--- config.mk ---
export PLATFORM = sky130hd
export DESIGN_NAME = bytelane_dram_ctl
export DESIGN_NICKNAME = d
export VERILOG_FILES = /design/src/rtl/bldram_pkg.sv /design/src/rtl/bldram_refresh.sv /design/src/rtl/bldram_seq.sv /design/src/rtl/bldram_strobe_dec.sv /design/src/rtl/bytelane_dram_ctl.sv
export SDC_FILE = /design/constraint.sdc
export NUM_CORES = 1
export LEC_CHECK = 0
export BUFFER_PORTS_ARGS = -buffer_cell sky130_fd_sc_hd__buf_2
export CORE_AREA = 4 4 85 87
export DETAILED_ROUTE_END_ITERATION = 8
export DIE_AREA = 0 0 89 91
export GPL_TIMING_DRIVEN = 1
export PLACE_DENSITY_LB_ADDON = 0.12
export SYNTH_ARGS = -nofsm -noshare
export SYNTH_HDL_FRONTEND = slang
export SYNTH_SLANG_ARGS = --single-unit
--- constraint.sdc ---
create_clock -name clk -period 2.55 [get_ports clk]
set_input_delay 0.1275 -clock clk [delete_from_list [all_inputs] [get_ports clk]]
set_output_delay 0.1275 -clock clk [all_outputs]
set_load 0.01 [all_outputs]
--- src/rtl/bldram_pkg.sv ---
package bldram_pkg;
  localparam int HALF_W = 8;
  localparam int LANE_W = 8;
  localparam int LANES  = 2;
  localparam int BANKS  = 2;
  localparam int BANK_W = $clog2(BANKS);
  localparam int CAS_W  = BANKS * LANES;
  localparam int DATA_W = LANES * LANE_W;
  localparam int ADDR_W = BANK_W + 2 * HALF_W;

  typedef enum logic [3:0] {
    ST_IDLE, ST_ROW_SU, ST_RAS, ST_COL_SU, ST_CAS,
    ST_REL, ST_PRE, ST_NULL, ST_RF_CAS, ST_RF_RAS
  } seq_state_e;

  typedef struct packed {
    logic              we;
    logic [LANES-1:0]  be;
    logic [BANK_W-1:0] bank;
    logic [HALF_W-1:0] row;
    logic [HALF_W-1:0] col;
    logic [DATA_W-1:0] wdata;
  } dram_req_t;
endpackage

--- src/rtl/bldram_refresh.sv ---
module bldram_refresh #(
  parameter int INTERVAL = 64
) (
  input  logic clk,
  input  logic rst_n,
  input  logic rf_start,
  output logic rf_pending
);
  localparam int CW = (INTERVAL > 1) ? $clog2(INTERVAL) : 1;

  logic [CW-1:0] tmr_q, tmr_d;
  logic          tick;
  logic          pend_d;

  always_comb begin
    tick   = (tmr_q == CW'(INTERVAL - 1));
    tmr_d  = tick ? '0 : tmr_q + 1'b1;
    pend_d = tick | (rf_pending & ~rf_start);
  end

  always_ff @(posedge clk or negedge rst_n) begin
    if (!rst_n) begin
      tmr_q      <= '0;
      rf_pending <= 1'b0;
    end else begin
      tmr_q      <= tmr_d;
      rf_pending <= pend_d;
    end
  end
endmodule

--- src/rtl/bldram_seq.sv ---
module bldram_seq
  import bldram_pkg::*;
#(
  parameter int T_ROW_SU = 1,
  parameter int T_RAS    = 1,
  parameter int T_COL_SU = 1,
  parameter int T_CAS    = 2,
  parameter int T_REL    = 1,
  parameter int T_PRE    = 2
) (
  input  logic       clk,
  input  logic       rst_n,
  input  logic       req_valid,
  input  logic       be_none,
  input  logic       rf_pending,
  output seq_state_e state,
  output logic       accept,
  output logic       rf_start,
  output logic       capture,
  output logic       ack
);
  function automatic int tmax();
    int m = T_ROW_SU;
    if (T_RAS > m)    m = T_RAS;
    if (T_COL_SU > m) m = T_COL_SU;
    if (T_CAS > m)    m = T_CAS;
    if (T_REL > m)    m = T_REL;
    if (T_PRE > m)    m = T_PRE;
    return m;
  endfunction

  localparam int T_MAX = tmax();
  localparam int CNT_W = (T_MAX > 1) ? $clog2(T_MAX) : 1;

  function automatic logic [CNT_W-1:0] dur(seq_state_e s);
    case (s)
      ST_ROW_SU: return CNT_W'(T_ROW_SU - 1);
      ST_RAS:    return CNT_W'(T_RAS - 1);
      ST_COL_SU: return CNT_W'(T_COL_SU - 1);
      ST_CAS:    return CNT_W'(T_CAS - 1);
      ST_REL:    return CNT_W'(T_REL - 1);
      ST_PRE:    return CNT_W'(T_PRE - 1);
      ST_RF_CAS: return CNT_W'(T_CAS - 1);
      ST_RF_RAS: return CNT_W'(T_RAS - 1);
      default:   return '0;
    endcase
  endfunction

  seq_state_e       state_d;
  logic [CNT_W-1:0] cnt_q, cnt_d;
  logic             rf_act_q, rf_act_d;
  logic             last;
  logic             cnt_en;

  always_comb begin
    last     = (cnt_q == '0);
    state_d  = state;
    accept   = 1'b0;
    rf_start = 1'b0;
    case (state)
      ST_IDLE: begin
        if (rf_pending) begin
          rf_start = 1'b1;
          state_d  = ST_RF_CAS;
        end else if (req_valid) begin
          accept  = 1'b1;
          state_d = be_none ? ST_NULL : ST_ROW_SU;
        end
      end
      ST_ROW_SU: if (last) state_d = ST_RAS;
      ST_RAS:    if (last) state_d = ST_COL_SU;
      ST_COL_SU: if (last) state_d = ST_CAS;
      ST_CAS:    if (last) state_d = ST_REL;
      ST_REL:    if (last) state_d = ST_PRE;
      ST_PRE:    if (last) state_d = ST_IDLE;
      ST_NULL:   state_d = ST_IDLE;
      ST_RF_CAS: if (last) state_d = ST_RF_RAS;
      ST_RF_RAS: if (last) state_d = ST_PRE;
      default:   state_d = ST_IDLE;
    endcase

    cnt_en = (state_d != state) || (cnt_q != '0);
    cnt_d  = (state_d != state) ? dur(state_d) : cnt_q - 1'b1;

    rf_act_d = rf_start ? 1'b1 : (state == ST_IDLE) ? 1'b0 : rf_act_q;

    capture = (state == ST_CAS) && last;
    ack     = ((state == ST_PRE) && last && !rf_act_q) || (state == ST_NULL);
  end

  always_ff @(posedge clk or negedge rst_n) begin
    if (!rst_n) begin
      state    <= ST_IDLE;
      cnt_q    <= '0;
      rf_act_q <= 1'b0;
    end else begin
      state    <= state_d;
      rf_act_q <= rf_act_d;
      if (cnt_en) cnt_q <= cnt_d;
    end
  end
endmodule

--- src/rtl/bldram_strobe_dec.sv ---
module bldram_strobe_dec
  import bldram_pkg::*;
(
  input  seq_state_e        state,
  input  dram_req_t         req,
  output logic [HALF_W-1:0] dram_addr,
  output logic              dram_ras_n,
  output logic [CAS_W-1:0]  dram_cas_n,
  output logic              dram_we_n,
  output logic [DATA_W-1:0] dram_dq_out,
  output logic              dram_dq_oe
);
  logic [CAS_W-1:0] sel;

  for (genvar b = 0; b < BANKS; b++) begin : g_bank
    for (genvar l = 0; l < LANES; l++) begin : g_lane
      assign sel[b*LANES+l] = req.be[l] && (req.bank == BANK_W'(b));
    end
  end

  for (genvar l = 0; l < LANES; l++) begin : g_wlane
    assign dram_dq_out[l*LANE_W +: LANE_W] = req.be[l] ? req.wdata[l*LANE_W +: LANE_W] : '0;
  end

  logic col_phase;
  logic wr_phase;

  always_comb begin
    col_phase  = (state == ST_COL_SU) || (state == ST_CAS) || (state == ST_REL);
    dram_addr  = col_phase ? req.col : req.row;
    dram_ras_n = !((state == ST_RAS) || (state == ST_COL_SU) ||
                   (state == ST_CAS) || (state == ST_RF_RAS));
    case (state)
      ST_CAS:               dram_cas_n = ~sel;
      ST_RF_CAS, ST_RF_RAS: dram_cas_n = '0;
      default:              dram_cas_n = '1;
    endcase
    wr_phase   = req.we && ((state == ST_COL_SU) || (state == ST_CAS));
    dram_we_n  = !wr_phase;
    dram_dq_oe = wr_phase;
  end
endmodule

--- src/rtl/bytelane_dram_ctl.sv ---
module bytelane_dram_ctl
  import bldram_pkg::*;
#(
  parameter int T_ROW_SU         = 1,
  parameter int T_RAS            = 1,
  parameter int T_COL_SU         = 1,
  parameter int T_CAS            = 2,
  parameter int T_REL            = 1,
  parameter int T_PRE            = 2,
  parameter int REFRESH_INTERVAL = 64
) (
  input  logic              clk,
  input  logic              rst_n,
  input  logic              req_valid,
  input  logic              req_we,
  input  logic [ADDR_W-1:0] req_addr,
  input  logic [LANES-1:0]  req_be,
  input  logic [DATA_W-1:0] req_wdata,
  output logic              req_ack,
  output logic [DATA_W-1:0] req_rdata,
  output logic [HALF_W-1:0] dram_addr,
  output logic              dram_ras_n,
  output logic [CAS_W-1:0]  dram_cas_n,
  output logic              dram_we_n,
  output logic [DATA_W-1:0] dram_dq_out,
  output logic              dram_dq_oe,
  input  logic [DATA_W-1:0] dram_dq_in
);
  logic rst_meta_q, rst_sync_n;

  always_ff @(posedge clk or negedge rst_n) begin
    if (!rst_n) begin
      rst_meta_q <= 1'b0;
      rst_sync_n <= 1'b0;
    end else begin
      rst_meta_q <= 1'b1;
      rst_sync_n <= rst_meta_q;
    end
  end

  seq_state_e        state;
  logic              accept, rf_start, rf_pending, capture;
  dram_req_t         req_q, req_d;
  logic [DATA_W-1:0] rdata_d;

  always_comb begin
    req_d.we    = req_we;
    req_d.be    = req_be;
    req_d.bank  = req_addr[ADDR_W-1 -: BANK_W];
    req_d.row   = req_addr[2*HALF_W-1 -: HALF_W];
    req_d.col   = req_addr[HALF_W-1:0];
    req_d.wdata = req_wdata;
  end

  for (genvar l = 0; l < LANES; l++) begin : g_rlane
    assign rdata_d[l*LANE_W +: LANE_W] = req_q.be[l] ? dram_dq_in[l*LANE_W +: LANE_W] : '0;
  end

  always_ff @(posedge clk or negedge rst_sync_n) begin
    if (!rst_sync_n) begin
      req_q     <= '0;
      req_rdata <= '0;
    end else begin
      if (accept)  req_q     <= req_d;
      if (capture) req_rdata <= rdata_d;
    end
  end

  bldram_refresh #(.INTERVAL(REFRESH_INTERVAL)) u_refresh (
    .clk        (clk),
    .rst_n      (rst_sync_n),
    .rf_start   (rf_start),
    .rf_pending (rf_pending)
  );

  bldram_seq #(
    .T_ROW_SU (T_ROW_SU), .T_RAS (T_RAS), .T_COL_SU (T_COL_SU),
    .T_CAS    (T_CAS),    .T_REL (T_REL), .T_PRE    (T_PRE)
  ) u_seq (
    .clk        (clk),
    .rst_n      (rst_sync_n),
    .req_valid  (req_valid),
    .be_none    (req_be == '0),
    .rf_pending (rf_pending),
    .state      (state),
    .accept     (accept),
    .rf_start   (rf_start),
    .capture    (capture),
    .ack        (req_ack)
  );

  bldram_strobe_dec u_dec (
    .state       (state),
    .req         (req_q),
    .dram_addr   (dram_addr),
    .dram_ras_n  (dram_ras_n),
    .dram_cas_n  (dram_cas_n),
    .dram_we_n   (dram_we_n),
    .dram_dq_out (dram_dq_out),
    .dram_dq_oe  (dram_dq_oe)
  );
endmodule

==> flow_summary.json <==
{
  "status": "completed",
  "gp_congestion": 0.841,
  "r2r-start": "u_seq.state[2]$_DFF_PN0_",
  "vias": 2345,
  "ff_latch_area_sq_um": 1680,
  "grt_pass1_vias": 2388,
  "path_cells": "buf_4 > nand3b_1 > a21oi_2 > mux2_2 > buf_2",
  "cp_data_arrival_time_ns": 2.10,
  "wl_per_cell_microns": 14.9,
  "diodes": 0,
  "synth_compound_area_frac": 0.0819,
  "start_util": 0.508,
  "cp_slowest_stage_delay_ns": 0.46,
  "fin_crit_ns": 2.23,
  "h-tree-depth": 3,
  "syn_inst": 273,
  "floorplan.io_pins": 103,
  "synth_seq_area_share": 0.520,
  "holdPathStages": 2,
  "coreArea_sq_um": 6350,
  "die_h_microns": 91,
  "cts-root-buf": "clkbuf_8",
  "nets": 436,
  "numPortBuffers": 102,
  "synthMuxAreaShare": 0.192,
  "cpMaxStageDelayCell": "a21oi_2",
  "ys_ff_latch": 67,
  "drt_iter0_markers": 73,
  "grt-ovfl-total": 0,
  "placementRows": 29,
  "path_clk_slew_ns": 0.08,
  "critical_path_class": "reg2out",
  "critical_path_buf_inv_count": 2,
  "clk_latency_ns": 0.33,
  "r2r-end": "req_q[30]$_DFFE_PN0P_",
  "min-delay-start": "req_wdata[11]",
  "antenna_found_initial": 0,
  "post_cts_buffers": 0,
  "synth_xor_area_frac": 0.0136,
  "r2r_setup_slack_ns": 0.54,
  "final_area_sq_um": 4100,
  "tns_ns": 0,
  "finalMaxSlewViolations": 0,
  "mostFrequentLayoutCells": "buf_2 (102), dfrtp_1 (66), nand2_1 (39), mux2_4 (30), o21ai_0 (19)",
  "finalHoldViolCount": 0,
  "post-dp-hpwl_microns": 4830,
  "grt_start_max_net_pins": 36,
  "via_per_inst": 5.08,
  "crit_path_end_kind": "output port",
  "clockBufferDepth": 2,
  "yosysWarnings": 0,
  "grt_use_total": 0.176,
  "startpoint_type": "flip-flop",
  "r2r_cells": 5,
  "worst_pin_slew_ns": 0.680,
  "worst_slack_ns": 0.323,
  "synth.distinct_cells": 44,
  "timing.slew.headroom": 0.547,
  "whs_ns": 0.0214,
  "yosys.area_share.simple": 0.150,
  "drc": 0,
  "synthAdderAreaFrac": 0.00388,
  "cts_num_sinks": 67,
  "required_ns": 2.42,
  "critPathTopFamily": "compound AO/OA/AOI/OAI gates",
  "setup_viol": 0,
  "min_to": "req_q[11]$_DFFE_PN0P_",
  "max_freq_mhz": 449,
  "grt_setup_unrepaired": "no",
  "firstDrtPassIters": 4,
  "layout_commonest_cell": "buf_2",
  "crit_path_max_fanout": 14,
  "cts_tree": "built",
  "netlist_area_sq_um": 3220,
  "fillers": 534,
  "dpl_cell_area_sq_um": 3800,
  "drive_gt1_frac": 0.468,
  "min_path_type": "in2reg",
  "power_density_nw_per_um2": 1200,
  "multi_input_area_sq_um": 1430,
  "max_cap_viol_count": 0,
  "leakagePower_nw": 2.09,
  "syn_avg_cell_area_sq_um": 11.8,
  "antenna_left": 0,
  "totalPowerFinal_mw": 4.93,
  "grt_pass1_wl_microns": 11200,
  "post-route-period-util": 0.874,
  "synth_top_family_by_area": "multiplexers",
  "die_area_sq_um": 8100,
  "peakVddDrop_mv": 0.765,
  "cts_buffers": 9,
  "finalClockSkew_ns": 0.00957,
  "place_ws_ns": 0.541,
  "area_growth_pct": 27.2,
  "die_w_microns": 89,
  "synth_fp_nets": 329,
  "wirelength_microns": 6870
}
## cell families (layout without fill, tap and decap cells)
family | after synthesis | in the layout
DFF | 67 | 67
AOI/OAI and AO/OA | 43 | 43
adders and majority gates | 1 | 1
and+or+nand+nor | 90 | 90
muxes | 45 | 45
xor gates and xnor gates | 5 | 5
other | 1 | 1
buffers and inverters | 21 | 133
## worst max-delay path by stage
stage / cells after the start / start / end
2_1_floorplan: 0 / rst_sync_n$_DFF_PN0_ / req_q[0]$_DFFE_PN0P_
6_report: 5 / u_seq.state[2]$_DFF_PN0_ / dram_addr[3]
3_5_place_dp: 5 / u_seq.state[2]$_DFF_PN0_ / req_q[30]$_DFFE_PN0P_
5_1_grt: 5 / u_seq.state[2]$_DFF_PN0_ / dram_addr[3]
4_1_cts: 5 / u_seq.state[2]$_DFF_PN0_ / dram_addr[5]
3_3_place_gp: 5 / u_seq.state[2]$_DFF_PN0_ / req_q[26]$_DFFE_PN0P_
## synth_stat cells
master	n	area (sq um)
and4_1	1	8.76
mux2_4	30	450
nor4bb_1	1	10.0
o32ai_1	1	8.76
nand2b_1	2	12.5
o221a_2	1	11.3
a21oi_1	3	15.0
nand3b_1	2	15.0
clkbuf_1	10	37.5
a21o_1	2	15.0
a2bb2oi_1	1	8.76
o21ai_1	3	15.0
dfrtp_1	67	1680
nor2b_1	2	12.5
buf_4	2	15.0
a211oi_1	3	22.5
o22ai_1	2	12.5
nor3_4	1	16.3
nand2_1	39	146
and2_1	16	100
or2_4	1	8.76
or2_2	2	12.5
buf_6	4	45.0
nand2b_4	1	13.8
buf_2	2	10.0
conb_1	1	3.75
xnor2_1	3	26.3
mux2_2	15	169
xor2_1	2	17.5
o41ai_1	1	8.76
a21oi_2	1	8.76
o31ai_1	1	7.51
a31oi_1	2	12.5
nand3_4	1	17.5
nor3_1	2	10.0
nor3b_1	3	22.5
o21ai_0	19	95.1
or4_1	2	15.0
o21bai_1	3	22.5
inv_1	3	11.3
ha_1	1	12.5
nor2_1	9	33.8
or3b_2	1	8.76
nand3_1	4	20.0
## per-layer routing
layer | up-vias | wire length (microns) | GRT usage
li1 | 1160 | - | -
met1 | 1088 | 3110 | 0.243
met2 | 87 | 3090 | 0.272
met3 | 10 | 579 | 0.0389
met4 | 0 | 86 | 0.0633
met5 | - | 0 | 0
## registers in the layout (all words and copies together), names as in the netlist
| register | count |
|---|---|
| req_q | 36 |
| req_rdata | 16 |
| u_refresh.tmr_q | 6 |
| u_seq.state | 4 |
| rst_meta_q | 1 |
| rst_sync_n | 1 |
| u_refresh.rf_pending | 1 |
| u_seq.cnt_q | 1 |
| u_seq.rf_act_q | 1 |
## timing repair
item,4_1_cts,5_1_grt
hold buffers,5,0
hold endpoints to repair,6,0
gates resized for setup,0,0
## cell type report
class	count	area share
timing repair buffer	114	0.156
multi-input combinational	185	0.348
clock inverter	6	0.0272
inverter	3	0.00275
sequential	67	0.409
tap	77	0.0235
clock buffer	10	0.0336
## metrics by stage
step	util	std cells
final	0.646	462
after global routing	0.646	462
after CTS	0.646	462
after detailed placement	0.599	441
after global placement	0.599	441
after floorplan	-	273
## where the power goes
group          switching, mW  total, mW  internal, mW
clock network          0.407       1.08         0.678
logic                  0.903       2.07          1.16
registers              0.316       1.78          1.46
total                   1.63       4.93          3.30
Power figures use the tool's default switching activity.
